**config.mk**
```make
export PLATFORM = sky130hd
export DESIGN_NAME = lrsc_monitor
export DESIGN_NICKNAME = d
export VERILOG_FILES = /design/src/rtl/lrsc_pkg.sv /design/src/rtl/lrsc_addr_match.sv /design/src/rtl/lrsc_resv_reg.sv /design/src/rtl/lrsc_sc_resp.sv /design/src/rtl/lrsc_monitor.sv
export SDC_FILE = /design/constraint.sdc
export NUM_CORES = 1
export LEC_CHECK = 0
export ABC_AREA = 1
export BUFFER_PORTS_ARGS = -buffer_cell sky130_fd_sc_hd__buf_4
export CORE_MARGIN = 2
export CORE_UTILIZATION = 40
export CTS_CLUSTER_DIAMETER = 200
export DETAILED_ROUTE_END_ITERATION = 6
export PLACE_DENSITY_LB_ADDON = 0.12
export SYNTH_ARGS = -nofsm -noshare
export SYNTH_HDL_FRONTEND = slang
export SYNTH_SLANG_ARGS = --single-unit
export TNS_END_PERCENT = 50
```
**constraint.sdc**
```tcl
create_clock -name clk -period 1.8 [get_ports clk]
set_input_delay 0.09 -clock clk [delete_from_list [all_inputs] [get_ports clk]]
set_output_delay 0.09 -clock clk [all_outputs]
set_load 0.005 [all_outputs]
```
**src/rtl/lrsc_pkg.sv**
```systemverilog
package lrsc_pkg;

  // Default widths for the monitor
  localparam int unsigned LRSC_AW = 32;
  localparam int unsigned LRSC_DW = 32;

  // Mask applied to ordinary store addresses before the word compare
  localparam logic [LRSC_AW-1:0] LRSC_ST_MASK = 32'h0FFF_FFFC;

  // Next-cycle action on the reservation register
  typedef enum logic [1:0] {
    RSV_KEEP = 2'd0,
    RSV_OPEN = 2'd1,
    RSV_DROP = 2'd2
  } rsv_act_e;

endpackage

```
**src/rtl/lrsc_addr_match.sv**
```systemverilog
module lrsc_addr_match #(
  parameter int unsigned    AW     = 32,
  parameter bit             MASKED = 1'b0,
  parameter logic [AW-1:0]  MASK   = '1
) (
  input  logic [AW-1:0] probe,
  input  logic [AW-1:0] held_addr,
  output logic          hit
);

  logic [AW-1:0] probe_eff;

  generate
    if (MASKED) begin : g_masked
      assign probe_eff = probe & MASK;
    end else begin : g_exact
      assign probe_eff = probe;
    end
  endgenerate

  assign hit = (probe_eff == held_addr);

endmodule

```
**src/rtl/lrsc_resv_reg.sv**
```systemverilog
module lrsc_resv_reg
  import lrsc_pkg::*;
#(
  parameter int unsigned AW = 32
) (
  input  logic          clk,
  input  logic          rst,
  input  rsv_act_e      act,
  input  logic [AW-1:0] open_addr,
  output logic          held,
  output logic [AW-1:0] held_addr
);

  always_ff @(posedge clk) begin
    if (rst) begin
      held      <= 1'b0;
      held_addr <= '0;
    end else begin
      case (act)
        RSV_OPEN: begin
          held      <= 1'b1;
          held_addr <= open_addr;
        end
        RSV_DROP: held <= 1'b0;
        default:  ;
      endcase
    end
  end


  open_records_chk: assert property (@(posedge clk) disable iff (rst)
    (act == RSV_OPEN) |=> (held && held_addr == $past(open_addr)));


  drop_clears_chk: assert property (@(posedge clk) disable iff (rst)
    (act == RSV_DROP) |=> !held);


  keep_stable_chk: assert property (@(posedge clk) disable iff (rst)
    (act == RSV_KEEP) |=> ($stable(held) && $stable(held_addr)));

endmodule

```
**src/rtl/lrsc_sc_resp.sv**
```systemverilog
module lrsc_sc_resp #(
  parameter int unsigned AW = 32,
  parameter int unsigned DW = 32
) (
  input  logic          clk,
  input  logic          rst,
  input  logic          sc_req,
  input  logic          sc_pass,
  input  logic [AW-1:0] sc_addr,
  input  logic [DW-1:0] sc_wdata,
  output logic          flag_we,
  output logic          flag,
  output logic          mem_we,
  output logic [AW-1:0] mem_addr,
  output logic [DW-1:0] mem_wdata
);

  localparam int unsigned LANE_BITS = (DW / 8 > 1) ? $clog2(DW / 8) : 1;

  always_ff @(posedge clk) begin
    if (rst) begin
      flag_we   <= 1'b0;
      flag      <= 1'b0;
      mem_we    <= 1'b0;
      mem_addr  <= '0;
      mem_wdata <= '0;
    end else begin
      flag_we <= sc_req;
      flag    <= sc_req & sc_pass;
      mem_we  <= sc_req & sc_pass;
      if (sc_req & sc_pass) begin
        mem_addr  <= sc_addr;
        mem_wdata <= sc_wdata;
      end
    end
  end


  we_needs_flag_chk: assert property (@(posedge clk) disable iff (rst)
    mem_we |-> (flag_we && flag));


  we_aligned_chk: assert property (@(posedge clk) disable iff (rst)
    mem_we |-> (mem_addr[LANE_BITS-1:0] == '0));

endmodule

```
**src/rtl/lrsc_monitor.sv**
```systemverilog
module lrsc_monitor
  import lrsc_pkg::*;
#(
  parameter int unsigned   AW      = LRSC_AW,
  parameter int unsigned   DW      = LRSC_DW,
  parameter logic [AW-1:0] ST_MASK = LRSC_ST_MASK
) (
  input  logic          clk,
  input  logic          rst,
  input  logic          lr_valid,
  input  logic [AW-1:0] lr_addr,
  input  logic          sc_valid,
  input  logic [AW-1:0] sc_addr,
  input  logic [DW-1:0] sc_wdata,
  input  logic          st_valid,
  input  logic [AW-1:0] st_addr,
  output logic          flag_we,
  output logic          flag,
  output logic          mem_we,
  output logic [AW-1:0] mem_addr,
  output logic [DW-1:0] mem_wdata
);

  localparam int unsigned LANE_BITS = (DW / 8 > 1) ? $clog2(DW / 8) : 1;

  logic          held;
  logic [AW-1:0] held_addr;
  logic          sc_hit;
  logic          st_hit;
  logic          sc_misalign;
  logic          sc_pass;
  rsv_act_e      act;

  lrsc_addr_match #(.AW(AW), .MASKED(1'b0), .MASK('1)) u_sc_cmp (
    .probe     (sc_addr),
    .held_addr (held_addr),
    .hit       (sc_hit)
  );

  lrsc_addr_match #(.AW(AW), .MASKED(1'b1), .MASK(ST_MASK)) u_st_cmp (
    .probe     (st_addr),
    .held_addr (held_addr),
    .hit       (st_hit)
  );

  assign sc_misalign = |sc_addr[LANE_BITS-1:0];
  assign sc_pass     = held & sc_hit & ~sc_misalign;

  // Load-reserve has priority over any clearing event in the same cycle
  always_comb begin
    if (lr_valid)                           act = RSV_OPEN;
    else if (sc_valid || (st_valid && st_hit)) act = RSV_DROP;
    else                                    act = RSV_KEEP;
  end

  lrsc_resv_reg #(.AW(AW)) u_resv (
    .clk       (clk),
    .rst       (rst),
    .act       (act),
    .open_addr (lr_addr),
    .held      (held),
    .held_addr (held_addr)
  );

  lrsc_sc_resp #(.AW(AW), .DW(DW)) u_resp (
    .clk       (clk),
    .rst       (rst),
    .sc_req    (sc_valid),
    .sc_pass   (sc_pass),
    .sc_addr   (sc_addr),
    .sc_wdata  (sc_wdata),
    .flag_we   (flag_we),
    .flag      (flag),
    .mem_we    (mem_we),
    .mem_addr  (mem_addr),
    .mem_wdata (mem_wdata)
  );


  sc_strobe_chk: assert property (@(posedge clk) disable iff (rst)
    sc_valid |=> flag_we);


  st_no_strobe_chk: assert property (@(posedge clk) disable iff (rst)
    !sc_valid |=> (!flag_we && !mem_we));


  lr_wins_chk: assert property (@(posedge clk) disable iff (rst)
    (lr_valid && st_valid) |=> held);


  misalign_fail_chk: assert property (@(posedge clk) disable iff (rst)
    (sc_valid && sc_misalign) |=> (flag_we && !flag && !mem_we));

endmodule

```
# Yosys cells after proc, flatten, opt, wreduce, memory -nomap -nowiden
# Index checks and enable logic that the tools add are counted.
op_classes:
  addsub: 0
  n_mul: 0
  div_mod_pow: 0
  magnitude_cmp: 0
  eq_ne: 4
  shift: 0
  n_mux: 3
  bitwise_logic: 4
  reduce_logical: 4
op_table:
  columns: ["operator", "count"]
  rows:
  - ["$eq A28 B32 Y1", 1]
  - ["$eq A32 B32 Y1", 1]
  - ["$mux W2", 2]
  - ["$and A1 B1 Y1", 3]
  - ["$eq A2 B1 Y1 const B", 1]
  - ["$eq A2 B2 Y1 const B", 1]
  - ["$pmux W1 S2", 1]
  - ["$reduce_bool A2 Y1", 1]
  - ["$reduce_or A2 Y1", 1]
  - ["$logic_and A1 B1 Y1", 1]
  - ["$logic_or A1 B1 Y1", 1]
  - ["$not A1 Y1", 1]
totals:
  register_bits: 99
  latchBits: 0
  ram_bits: 0
  rom_bits: 0
  in_bits: 133
  output_inout_bits: 67
  mem_count: 0

# Longest topological paths before layout
depth:
  word_depth: 7
  ltp_mapped: 12
  mapped_depth_nobuf: 11

# By module
# Synthesis repeated with hierarchy kept, for this count alone.
hier_totals:
  cells_unflattened: 962
  hier_area_um2: 5405.2
modules_own_cells:
  columns: ["mod", "instances", "cells_per_inst", "area_per_inst_um2", "seq_area_each_um2"]
  rows:
  - ["lrsc_sc_resp", 1, 412, 2700.1, 1321.3]
  - ["lrsc_resv_reg", 1, 213, 1410.1, 660.6]
  - ["lrsc_addr_match at u_sc_cmp", 1, 168, 645.6, 0.0]
  - ["lrsc_addr_match at u_st_cmp", 1, 163, 620.6, 0.0]
  - ["lrsc_monitor", 1, 6, 28.8, 0.0]

# Least setup slack after synthesis
# No wires, ideal clock.
synth_path:
  path_type: "reg2reg"
  startpoint: "register u_resv.held_addr[21]"
  endpoint: "register u_resp.mem_wdata[19]"
  t_arrival_ps: 1341
  required_time_ps: 1687
  slack_ps: 346
  stages_incl_launch_ff: 9
  period_less_slack_ps: 1454
  cell_sequence: "dfxtp_1 -> xnor2_1 -> and2_1 -> nand2_1 -> nor3_2 -> buf_4 -> nand3_1 -> nand2_1 -> nor2_1"
synth_via:
  elab_chain_cells: 4
synth_lines:
  columns: ["element", "line", "source"]
  rows:
  - ["start, declared", "lrsc_resv_reg.sv:11", "output logic [AW-1:0] held_addr"]
  - ["start signal, assigned", "lrsc_resv_reg.sv:22", "held_addr <= open_addr;"]
  - ["$eq A32 B32 Y1", "lrsc_addr_match.sv:21", "assign hit = (probe_eff == held_addr);"]
  - ["$and A1 B1 Y1 (2 in a row)", "lrsc_monitor.sv:47", "assign sc_pass = held & sc_hit & ~sc_misalign;"]
  - ["$and A1 B1 Y1", "lrsc_sc_resp.sv:31", "if (sc_req & sc_pass) begin"]
  - ["end signal, assigned", "lrsc_sc_resp.sv:33", "mem_wdata <= sc_wdata;"]
  - ["end, declared", "lrsc_sc_resp.sv:15", "output logic [DW-1:0] mem_wdata"]
# No other way between the ends.
# A chain may end at the register's enable or synchronous reset.

# Final worst setup path
layout_path:
  startpoint: "register u_resv.held_addr[9]"
  endpoint: "register u_resp.mem_addr[12]"
layout_via:
  elab_chain_cells: 4
layout_lines:
  columns: ["element", "line", "source"]
  rows:
  - ["$eq A32 B32 Y1", "lrsc_addr_match.sv:21", null]
  - ["$and A1 B1 Y1 (2 in a row)", "lrsc_monitor.sv:47", null]
  - ["$and A1 B1 Y1", "lrsc_sc_resp.sv:31", null]
  - ["end signal, assigned", "lrsc_sc_resp.sv:32", "mem_addr <= sc_addr;"]
  - ["end, declared", "lrsc_sc_resp.sv:14", "output logic [AW-1:0] mem_addr,"]
# No other way between the ends.

==> results.md <==
- Compound-Gate Fraction of Synth Area: 5.97%
- Max Clk Rate: 0.587 GHz
- Yosys warns: 0
- Cell Count, Final, Fillers Out: 1127
- HPWL after DPL: 10.7 mm
- Die extent in y: 116 µm
- Commonest non-fill, non-tap cell in the layout: buf_4
- Global-route wire length before repair: 22.3 mm
- DP Cell Count: 1096
- CP Capture Type: flip-flop
- Synth area leader: dfxtp_1
- Fin Clk Skew: 0.00969 ns
- Req. time, crit path: 2.05 ns
- Cell Area, Synth: 5030 µm²
- Post-Synth Simple-Gate Area: 36.5%
- Placement Setup Slack: 0.135 ns
- Drc violations: 0
- Ratio of cells with drive above 1 in the final layout: 28.9%
- Maximum clock path buffer count: 2
- Max FO, Critical Path: 14
- Vias post-DR: 5011
- Clock sink total: 99
- Synth Area in Adders: 0%
- Fin nets: 1087
- Largest family of logic cells by synthesized area: simple AND/OR/NAND/NOR gates
- Status: finished, final reports clean
- PwrDens: 699 nW/µm²
- Initial antenna violation count: 0
- Most frequent cells in the layout: buf_4, nor2_1, nand2_1, dfxtp_1, inv_1
- Final Power: 5.03 mW
- MaxCap Viol Count: 0
- Worst-path clk slew: 0.07 ns
- DIE WIDTH: 116 µm
- Core area: 12200 µm²
- Slew Viols, Final: 0
- Library cells used by synthesis: 28
- Xor and xnor area share after synthesis: 5.92%
- Mux cell area share after synthesis: 0%
- Root Driver: clkbuf_16
- Via density: 4.45
- Post-DRT Antenna Nets: 0
- GRT Total Usage: 21.4%
- Final worst path period share: 94.7%
- Number of diodes: 0
- Pre-Repair DR Iteration Count: 5
- Worst min-delay path class: primary input to flip-flop
- Worst skew pair latency: 0.35 ns
- DR iter-0 viols: 251
- Htree depth: 3
- Wirelength, routed: 14.9 mm
- CP Launch Type: flip-flop
- Syn avg cell area: 6.63 µm²
- Worst setup margin: 0.0956 ns
- Worst-margin pin slew: 0.330 ns
- Synthesized instance count: 758
- FP Rows: 40
- Final number of hold-violating endpoints: 0
- Leakage: 3.55 nW
- GP Congestion: 0.843
- Starting density of the core: 41.3%
- Fill count: 1246
- CTS tree: yes
- Post-Route Setup TNS: 0 ns
- Worst EP arrival: 1.95 ns
- Largest net degree at the start of global routing: 38
- Top cells by area, synth: dfxtp_1, nor2_1, nand2_1
- Multi-input logic area: 2470 µm²
- GRT overflow: 0
- Critical path class: flip-flop to flip-flop
- Peak VDD IR: 0.000566 V
- Layout area overhead: 43.1%
- Setup violators final: 0
- Seq/Total Area, Yosys: 39.4%
- Slew margin rel.: 78.0%
- Number of port buffers: 193
- DR WL/cell: 13.2 µm
- Io pins: 200
- Reg area: 2000 µm²
- Min Tclk post-route: 1.70 ns
- Die ar.: 13500 µm²
- Flops & latches, synth: 99
- Vias in the first global route: 4585
- Post-Syn Nets: 891
- Synth top area share: 39.4%
- CTS buffer count: 9
## per-layer routing
metal	vias to the layer above	routed length [µm]	GRT usage, %
met3	13	1060	6.49
met5	-	0	0
met2	137	6910	34.9
li1	2686	-	-
met4	0	204	5.56
met1	2175	6720	27.8
## cell type report
class / instances / area share (%)
Clock inverter: 5 / 0.835
Timing Repair Buffer: 220 / 25.7
Multi-Input combinational cell: 527 / 34.4
Inverter: 97 / 5.06
Tap cell: 168 / 2.92
Sequential cell: 99 / 27.7
Clock buffer: 11 / 3.37
## registers in the layout, indices dropped and copies added, names as in the netlist
name,cells
u_resp.flag,1
u_resp.flag_we,1
u_resp.mem_addr,32
u_resp.mem_wdata,32
u_resv.held,1
u_resv.held_addr,32
## cells in the mapped netlist
master and number:
and2_1 1, buf_4 13, nand3_1 67, clkbuf_1 10
nor2_8 1, nor2_1 174, nand3_4 1, buf_8 6
nand3b_4 1, nor3b_2 1, or2_2 1, o21ai_1 2
nand2_2 8, a21oi_1 26, xor2_1 3, nand4_1 2
dfxtp_1 99, nand3b_1 1, nor2_4 2, xnor2_1 31
inv_1 82, nand2_1 164, buf_1 6, o21ai_0 32
nor3_2 1, inv_2 15, nor3_1 2, nor2_2 6
## power by group
part	leakage (nW)	internal, mW	switching, mW	total, mW
logic	2.60	0.383	0.364	0.748
clock network	0.146	1.12	0.865	1.99
registers	0.809	2.24	0.0504	2.30
total	3.55	3.75	1.28	5.03
## path summary, 6_finish.rpt
check / from / end / slack (ns) / cells past startpoint
max reg2reg: u_resv.held_addr[9] / u_resp.mem_addr[12] / 0.1 / 13
min: lr_addr[26] / u_resv.held_addr[26] / 0.02 / 3
max: u_resv.held_addr[9] / u_resp.mem_addr[12] / 0.1 / 13
min reg2reg: u_resp.mem_addr[1] / u_resp.mem_addr[1] / 0.45 / 2
## kinds of logic after synthesis
logic type,Yosys count
flops,99
simple gates,433
compound gates,60
xor+xnor,34
buf+inv,132
## metrics by stage
step	instance area (µm²)	utilization, %	hold slack [ns]
2_1_floorplan	5030	-	0.159
3_3_place_gp	6630	54.5	0.302
3_5_place_dp	6630	54.5	0.303
4_1_cts	7020	57.7	0.00629
5_1_grt	7190	59.2	0.0248
6_report	7190	59.2	0.0180
## worst max-delay path: stages, from the launching register on
cell       delay (ns)
dfxtp_1          0.37
inv_1            0.07
nand2_1          0.07
nand2_2          0.07
nor2_1           0.11
nand2_1          0.06
nor2_1           0.10
nand2_1          0.10
nor2_4           0.13
buf_12           0.16
clkbuf_16        0.17
nand3_1          0.08
nand2_1          0.07
nor2_1           0.04
## repair_timing
item | 4_1_cts | 5_1_grt
hold buffers | 9 | 0
setup endpoints to repair | 0 | 62
hold endpoints to repair | 10 | 0
resized for setup | 0 | 15
setup buffers | 0 | 1
Note: power is estimated with default switching activity, not from simulation.
